[config.mk]
export PLATFORM = sky130hd
export DESIGN_NAME = ovld_guard
export DESIGN_NICKNAME = d
export VERILOG_FILES = /design/src/rtl/ovld_pkg.sv /design/src/rtl/ovld_sampler.sv /design/src/rtl/ovld_return_sel.sv /design/src/rtl/ovld_phase_mask.sv /design/src/rtl/ovld_guard.sv
export SDC_FILE = /design/constraint.sdc
export NUM_CORES = 1
export LEC_CHECK = 0
export CAP_MARGIN = 20
export CORE_UTILIZATION = 44
export DETAILED_ROUTE_END_ITERATION = 8
export PLACE_DENSITY = 0.79
export SLEW_MARGIN = 20
export SYNTH_ARGS = -nofsm -noshare
export SYNTH_HDL_FRONTEND = slang
export SYNTH_SLANG_ARGS = --single-unit
[constraint.sdc]
create_clock -name clk -period 7.4 [get_ports clk]
set_input_delay 1.48 -clock clk [delete_from_list [all_inputs] [get_ports clk]]
set_output_delay 1.48 -clock clk [all_outputs]
set_load 0.02 [all_outputs]
[src/rtl/ovld_pkg.sv]
package ovld_pkg;

    typedef enum logic [1:0] {
        OFF_NONE  = 2'b00,
        OFF_ALL   = 2'b01,
        OFF_PWM   = 2'b10,
        OFF_GROUP = 2'b11
    } off_mode_e;

    typedef struct packed {
        logic sw;
        logic pwm;
        logic tmr;
    } ret_src_t;

    // Effective window length: a programmed zero counts as one sample.
    function automatic logic [15:0] win_eff(input logic [15:0] w);
        return (w == 16'd0) ? 16'd1 : w;
    endfunction

endpackage

[src/rtl/ovld_sampler.sv]
module ovld_sampler #(
    parameter int WIN_W = 8
) (
    input  logic             clk,
    input  logic             rst,
    input  logic             clear,
    input  logic             ovl_in,
    input  logic [WIN_W-1:0] win,
    output logic             trip
);
    import ovld_pkg::*;

    localparam logic [WIN_W-1:0] RUN_MAX = {WIN_W{1'b1}};

    logic [WIN_W-1:0] run;
    logic [WIN_W-1:0] need;

    always_comb begin
        need = WIN_W'(win_eff(16'(win)));
        trip = ovl_in && !clear && (run >= need - 1'b1);
    end

    always_ff @(posedge clk) begin
        if (rst || clear || !ovl_in) begin
            run <= '0;
        end else if (run != RUN_MAX) begin
            run <= run + 1'b1;
        end
    end

endmodule

[src/rtl/ovld_return_sel.sv]
module ovld_return_sel (
    input  ovld_pkg::ret_src_t en,
    input  logic               sw_ret_req,
    input  logic               pwm_sync,
    input  logic               tmr_sync,
    output logic               ret_evt
);
    always_comb begin
        if (en.sw) begin
            ret_evt = sw_ret_req;
        end else begin
            ret_evt = (en.pwm && pwm_sync) || (en.tmr && tmr_sync);
        end
    end
endmodule

[src/rtl/ovld_phase_mask.sv]
module ovld_phase_mask #(
    parameter int NPH = 3
) (
    input  logic                   active,
    input  ovld_pkg::off_mode_e    mode,
    input  logic                   lower,
    input  logic [2*NPH-1:0]       pwm_mask,
    output logic [2*NPH-1:0]       off
);
    import ovld_pkg::*;

    for (genvar g = 0; g < 2 * NPH; g++) begin : g_ph
        localparam bit IS_LOWER = (g >= NPH);
        always_comb begin
            unique case (mode)
                OFF_NONE:  off[g] = 1'b0;
                OFF_ALL:   off[g] = active;
                OFF_PWM:   off[g] = active && pwm_mask[g];
                OFF_GROUP: off[g] = active && (lower == IS_LOWER);
                default:   off[g] = 1'b0;
            endcase
        end
    end
endmodule

[src/rtl/ovld_guard.sv]
module ovld_guard #(
    parameter int WIN_W = 8,
    parameter int NPH   = 3
) (
    input  logic             clk,
    input  logic             rst,
    input  logic             cfg_enable,
    input  logic [WIN_W-1:0] cfg_win,
    input  logic [1:0]       cfg_mode,
    input  logic             cfg_lower,
    input  logic [2*NPH-1:0] pwm_phase_mask,
    input  logic             cfg_stop_cnt,
    input  logic             cfg_ret_sw,
    input  logic             cfg_ret_pwm,
    input  logic             cfg_ret_tmr,
    input  logic             sw_ret_req,
    input  logic             ovl_in,
    input  logic             pwm_sync,
    input  logic             tmr_sync,
    output logic             ovl_state,
    output logic [2*NPH-1:0] phase_off,
    output logic             cnt_stop
);
    import ovld_pkg::*;

    logic     prot_q;
    logic     trip;
    logic     ret_evt;
    ret_src_t ret_en;

    assign ret_en = '{sw: cfg_ret_sw, pwm: cfg_ret_pwm, tmr: cfg_ret_tmr};

    ovld_sampler #(.WIN_W(WIN_W)) u_samp (
        .clk    (clk),
        .rst    (rst),
        .clear  (prot_q || !cfg_enable),
        .ovl_in (ovl_in),
        .win    (cfg_win),
        .trip   (trip)
    );

    ovld_return_sel u_ret (
        .en         (ret_en),
        .sw_ret_req (sw_ret_req),
        .pwm_sync   (pwm_sync),
        .tmr_sync   (tmr_sync),
        .ret_evt    (ret_evt)
    );

    always_ff @(posedge clk) begin
        if (rst || !cfg_enable) begin
            prot_q <= 1'b0;
        end else if (!prot_q) begin
            prot_q <= trip;
        end else if (ret_evt && !ovl_in) begin
            prot_q <= 1'b0;
        end
    end

    ovld_phase_mask #(.NPH(NPH)) u_mask (
        .active   (prot_q),
        .mode     (off_mode_e'(cfg_mode)),
        .lower    (cfg_lower),
        .pwm_mask (pwm_phase_mask),
        .off      (phase_off)
    );

    assign ovl_state = prot_q;
    assign cnt_stop  = prot_q && cfg_stop_cnt;

endmodule

==> metrics.cfg, run 1 <==
[floorplan]
start_util = 0.4717
die_y_um = 45.26
dieArea_um2 = 2048
die_x_um = 45.26
rows = 15
core_area_um2 = 1745
io_pins = 36

[global_routing]
grt_pass1_vias = 840
antenna_found_initial = 0
grt_max_degree = 14
grt.total_usage = 0.2162
gr-total-overflow = 0
grt_pass1_wl_um = 3249

[critical_path]
r2r-start = u_samp.run[2]
crit_required_ns = 5.92
critical_path_class = in2out
arrival_ns = 3.21
critPathSlowestCell = clkdlybuf4s50_1
end_kind = output port
startpoint_type = primary input
crit_buf_inv = 3
crit_family = buffers and inverters
worst_r2r_path_depth = 5
cpPeakStageDelay_ns = 0.63
r2r-end = ovl_state
ff2ff_setup_slack_ns = 5.57
crit_fanout = 6
crit_path_cell_trace = clkdlybuf4s50_1 > inv_1 > nor2_1 > nand2_1 > a21boi_0 > clkdlybuf4s50_1
path_common_cell = clkdlybuf4s50_1

[drt]
ant_nets = 0
drt_first_pass_iters = 5
num_vias = 941
drt-initial-drc-count = 22
wirelength_um = 2018
avgRoutedWirePerCell_um = 11.73
drc = 0
vias_per_cell = 5.471

[synthesis]
avgSynthCellArea_um2 = 7.553
synthTopCellsByArea = dfxtp_1, ha_1, nand2_1, o21ai_0, a21boi_0
synth_fp_nets = 147
syn_inst = 109
synth_top_area_share = 0.2188
ys_seq_area_frac = 0.2188
synth-main-ff-cell = dfxtp_1
yosys.area.top_type = dfxtp_1
ys_warn_count = 0
async_flop_share = 0
ys_ff_latch = 9
yosys-top-cells-count = nand2_1, nor2_1, ha_1
synth-edff-count = 0
synth_area_um2 = 823.3
synth.most_common_cell = nand2_1
synth.distinct_cells = 32

[finish]
syn2layout_area_growth_pct = 49.09
drive_gt1_frac = 0.05442
finalNetCount = 186
final.fill_count = 154
num_antenna_cells = 0

[pwr]
p_int_mw = 0.08767
clkPwrFrac = 0.326
irDropWorstVdd_v = 0.00009523
p_comb_frac = 0.250
finalPower_mw = 0.1155
p_switching_mw = 0.02784
power.density_nw_per_um2 = 94.11
p_sw_frac = 0.2410
pwr-share-seq = 0.425
p_leak_nw = 0.4423

[clock_tree]
cts_buffer_depth = 2
clkSinkCount = 9
post_cts_buffers = 0
cts_tree = done
cts_hold_buffers = 0
clk_latency_ns = 0.26
cts_resized = 0
cts_inserted_buffers = 3
clk_pin_slew_ns = 0.06
clock_tree.root_cell = clkbuf_4
ctsHtreeMaxLevel = 1

[worst_hold_path]
holdPathEnd = u_samp.run[4]
hold_path_depth = 1
hp-class = reg2reg
min-delay-start = u_samp.run[4]

[place]
port_buffers = 35
dp_hpwl_um = 1683
gp_congestion = 0.8689

[timing]
worst_slew_pin_slew_ns = 0.4990
relSlewSlack = 0.6587
skew_ns = 0.003228
hold_viol = 0
rsz0062_at_grt = false
fin_crit_ns = 4.687
tns_ns = 0
setup_violations = 0
timing.fmax_mhz = 213.3
fin_crit_sh = 0.6334
drv_slew = 0

[run_status]
status = completed

[job]
maxCapViolCount = 0

## cells in the final DEF (no fill, tap or decap), drive strengths merged
master         instances
a2111oi                1
a211oi                 3
a21boi                 6
a21oi                  4
a221oi                 1
a311oi                 1
a31oi                  4
and2                   1
and3                   2
and4bb                 1
clkbuf                 4
clkdlybuf4s50         35
dfxtp                  9
ha                    10
inv                    4
mux2i                  1
nand2                 18
nand2b                 1
nand3                  4
nand4                  1
nand4bb                1
nor2                  12
nor2b                  1
nor3                   4
nor3b                  1
nor4                   1
nor4b                  1
o21ai                  9
or3                    2
xnor2                  2
xor2                   2
## per-stage QoR
step | cell area (µm²) | cells | worst slack (ns) | hold slack (ns) | util
finish | 1227 | 172 | 2.713 | 0.5017 | 0.7032
global route | 1227 | 172 | 2.557 | 0.5105 | 0.7032
CTS | 1227 | 172 | 2.708 | 0.5022 | 0.7032
detailed placement | 1201 | 168 | 2.715 | 0.4845 | 0.6882
global placement | 1201 | 168 | 2.754 | 0.4921 | 0.6882
floorplan | 823.3 | 109 | 3.594 | 0.4592 | -
## logic make-up after synthesis
| logic type | Yosys count | synth area share |
|---|---|---|
| xor gates and xnor gates | 4 | 0.04256 |
| AOI/OAI and AO/OA | 29 | 0.2234 |
| muxes | 1 | 0.01216 |
| and+or+nand+nor | 51 | 0.3283 |
| adders and majority gates | 10 | 0.1520 |
| DFF | 9 | 0.2188 |
| buffers and inverters | 5 | 0.02279 |
## power by group through the flow
stage	clock [mW]	combinational [mW]	sequential (mW)
6_report	0.0376	0.0288	0.0491
5_1_grt	0.0418	0.0322	0.0491
4_1_cts	0.0386	0.0291	0.0491
3_5_place_dp	0	0.0290	0.0502
3_3_place_gp	0	0.0282	0.0501
2_1_floorplan	0	0.0103	0.0501
## worst reg2reg max path: stages, from the launching register on
cell	delay, ns
dfxtp_1	0.42
ha_1	0.28
a211oi_1	0.22
o21ai_0	0.13
a2111oi_0	0.53
nor4b_1	0.11
## sequential cells by signal, summed over array words and instances (netlist names)
register / flops
ovl_state: 1
u_samp.run: 8
## metal layers
metal,vias up,GRT usage,wire (µm)
met3,6,0.04800,218
met2,45,0.3913,938
met5,-,0,0
met1,413,0.2403,823
li1,477,-,-
met4,0,0.09091,38
## worst max path at each step
stage,from,endpoint,slack (ns),cells after the start
2_1_floorplan,cfg_mode[1],phase_off[0],3.59,4
3_3_place_gp,cfg_mode[1],phase_off[5],2.75,6
3_5_place_dp,cfg_mode[1],phase_off[3],2.72,6
4_1_cts,cfg_mode[1],phase_off[3],2.71,6
5_1_grt,cfg_mode[1],phase_off[4],2.56,6
6_report,cfg_mode[1],phase_off[3],2.71,6
## final cells by class
cell class	instances	area (µm²)	share of cell area
clock buffer	4	26.28	0.02141
inverter	4	15.01	0.01223
multi-input combinational	95	624.3	0.5087
sequential	9	180.2	0.1468
tap	25	31.28	0.02548
timing repair buffer	35	350.3	0.2854
(Power assumes the default switching activity.)
==> inputs of run 2 (changes only) <==
--- a/config.mk
+++ b/config.mk
@@ -6,9 +6,9 @@
 export NUM_CORES = 1
 export LEC_CHECK = 0
 export CAP_MARGIN = 20
-export CORE_UTILIZATION = 44
+export CORE_UTILIZATION = 37
 export DETAILED_ROUTE_END_ITERATION = 8
-export PLACE_DENSITY = 0.79
+export PLACE_DENSITY = 0.71
 export SLEW_MARGIN = 20
 export SYNTH_ARGS = -nofsm -noshare
 export SYNTH_HDL_FRONTEND = slang
==> constraint.sdc (replaced) <==
create_clock -name clk -period 4 [get_ports clk]
set_input_delay 0.8 -clock clk [delete_from_list [all_inputs] [get_ports clk]]
set_output_delay 0.8 -clock clk [all_outputs]
set_load 0.02 [all_outputs]
==> run 2 against run 1 <==
Net effect:
- critical path depth increased by 5
- critical endpoint is now ovl_state
- sequential share of layout area about the same
- largest power group unchanged
- clock power increased by 82%
- setup slack got worse by 2.3 ns
- routed wire length is 11% higher
- clock-buffer cell count unchanged
- via count down 2.2%
==> metrics.cfg, run 2 (synthesis results as in run 1) <==
[pwr]
pwr-share-seq = 0.426  ; was 0.425
p_comb_frac = 0.254  ; was 0.250
clkPwrFrac = 0.320  ; was 0.326
p_sw_frac = 0.2396  ; was 0.2410
p_switching_mw = 0.05109  ; was 0.02784 mW
irDropWorstVdd_v = 0.0001439  ; was 0.00009523 V
power.density_nw_per_um2 = 173.4  ; was 94.11 nW/µm²
p_leak_nw = 0.4423  ; unchanged
p_int_mw = 0.1621  ; was 0.08767 mW

[clock_tree]
ctsHtreeMaxLevel = 1  ; unchanged
clk_latency_ns = 0.25  ; was 0.26 ns
cts_buffer_depth = 2  ; unchanged
post_cts_buffers = 0  ; unchanged
cts_resized = 0  ; unchanged
cts_hold_buffers = 0  ; unchanged
cts_inserted_buffers = 3  ; unchanged
clkSinkCount = 9  ; unchanged
clock_tree.root_cell = clkbuf_4  ; unchanged
cts_tree = done  ; unchanged
clk_pin_slew_ns = 0.06  ; about the same

[finish]
largest_register_ffs = 8  ; unchanged
finalNetCount = 186  ; unchanged
syn2layout_area_growth_pct = 49.39  ; was 49.09%
post-route-util = 0.6083  ; was 0.7032
max_flop_register = u_samp.run  ; unchanged
num_antenna_cells = 0  ; unchanged
drive_gt1_frac = 0.05442  ; unchanged
final.fill_count = 199  ; was 154
final_cell_mix = clkdlybuf4s50_1, nand2_1, nor2_1  ; unchanged
mostFrequentLayoutCell = clkdlybuf4s50_1  ; unchanged
multi_input_area_um2 = 624.3  ; unchanged
instances_no_fill = 174  ; was 172
seqCellArea_um2 = 180.2  ; unchanged

[job]
maxCapViolCount = 0  ; unchanged

[place]
port_buffers = 35  ; unchanged
dp_cells = 170  ; was 168
dp_hpwl_um = 1903  ; was 1683 µm
gp_congestion = 0.8909  ; was 0.8689

[drt]
drt_first_pass_iters = 4  ; was 5
avgRoutedWirePerCell_um = 12.88  ; was 11.73 µm
drt-initial-drc-count = 14  ; was 22
ant_nets = 0  ; unchanged
drc = 0  ; unchanged
vias_per_cell = 5.287  ; was 5.471
wirelength_um = 2241  ; was 2018 µm
num_vias = 920  ; was 941

[critical_path]
arrival_ns = 3.69  ; was 3.21 ns
critical_path_class = in2reg  ; was in2out
startpoint_type = primary input  ; unchanged
crit_fanout = 5  ; was 6
end_kind = flip-flop  ; was output port
crit_required_ns = 4.12  ; was 5.92 ns

[timing]
drv_slew = 0  ; unchanged
fin_crit_ns = 3.573
relSlewSlack = 0.6682  ; was 0.6587
hold_viol = 0  ; unchanged
tns_ns = 0  ; unchanged
worst_slew_pin_slew_ns = 0.4852  ; was 0.4990 ns
fin_crit_sh = 0.8932
rsz0062_at_grt = false  ; unchanged
timing.fmax_mhz = 279.9
setup_violations = 0  ; unchanged
skew_ns = 0.001031  ; was 0.003228 ns

[worst_hold_path]
hp-class = reg2reg  ; unchanged

[global_routing]
grt_pass1_wl_um = 3788  ; was 3249 µm
gr-total-overflow = 0  ; unchanged
grt_max_degree = 14  ; unchanged
grt.total_usage = 0.1982  ; was 0.2162
antenna_found_initial = 0  ; unchanged
grt_pass1_vias = 869  ; was 840

[floorplan]
dieArea_um2 = 2418  ; was 2048 µm²
die_x_um = 49.17  ; was 45.26 µm
rows = 16  ; was 15
die_y_um = 49.17  ; was 45.26 µm
core_area_um2 = 2022  ; was 1745 µm²
io_pins = 36  ; unchanged
start_util = 0.4072  ; was 0.4717

[run_status]
status = completed  ; unchanged

==> run 2: cell counts in the layout (fill, tap and decap cells not counted) <==
Identical to the previous run, type by type.
==> run 2: layer usage <==
metal  routed length (µm)  up-vias  GRT usage  part of all wire
met5                    0        -          0                 0
met1                 1101      413     0.2836              0.49
met2                 1014       26     0.3128              0.45
met4                   24        0    0.05882             0.011
li1                     -      477          -                 -
met3                  101        4    0.01558             0.045
==> run 2: final timing paths <==
path / start / end / slack [ns] / cells past startpoint
worst max-delay path: cfg_win[3] / ovl_state / 0.43 / 11
worst min-delay path: u_samp.run[4] / u_samp.run[4] / 0.53 / 1
worst max register to register: u_samp.run[2] / ovl_state / 2.18 / 5
worst min register to register: u_samp.run[4] / u_samp.run[4] / 0.53 / 1
==> run 2: per-stage QoR <==
step / area [µm²] / setup slack, ns / hold WS, ns / total power, mW
2_1_floorplan: 823.3 / 1.008 / 0.4592 / 0.1117
5_1_grt: 1230 / 0.1317 / 0.5650 / 0.2261
3_5_place_dp: 1204 / 0.1568 / 0.5173 / 0.1466
4_1_cts: 1230 / 0.4191 / 0.5329 / 0.2150
6_report: 1230 / 0.4274 / 0.5343 / 0.2132
3_3_place_gp: 1204 / 0.3809 / 0.4852 / 0.1456
==> run 2: critical path, cell delays in order <==
cell             delay, ns
clkdlybuf4s50_1       0.49
nor4_2                0.36
nor3b_2               0.28
a21oi_1               0.13
ha_1                  0.23
xnor2_1               0.14
ha_1                  0.31
a211oi_1              0.23
o21ai_0               0.10
a2111oi_0             0.51
nor4b_1               0.11
==> run 2: power by group through the flow <==
| stage | Clock (mW) | Combinational (mW) | Sequential (mW) |
|---|---|---|---|
| 2_1_floorplan | 0 | 0.0191 | 0.0926 |
| 3_3_place_gp | 0 | 0.0528 | 0.0928 |
| 3_5_place_dp | 0 | 0.0538 | 0.0928 |
| 4_1_cts | 0.0700 | 0.0542 | 0.0908 |
| 5_1_grt | 0.0760 | 0.0593 | 0.0909 |
| 6_report | 0.0683 | 0.0541 | 0.0908 |
==> run 2: area by class of cell <==
class / instances / share of cell area
Clock buffer: 4 / 0.02136
Inverter: 4 / 0.01221
Sequential cell: 9 / 0.1465
Tap cell: 27 / 0.02747
Timing Repair Buffer: 35 / 0.2848
Multi-Input combinational cell: 95 / 0.5076
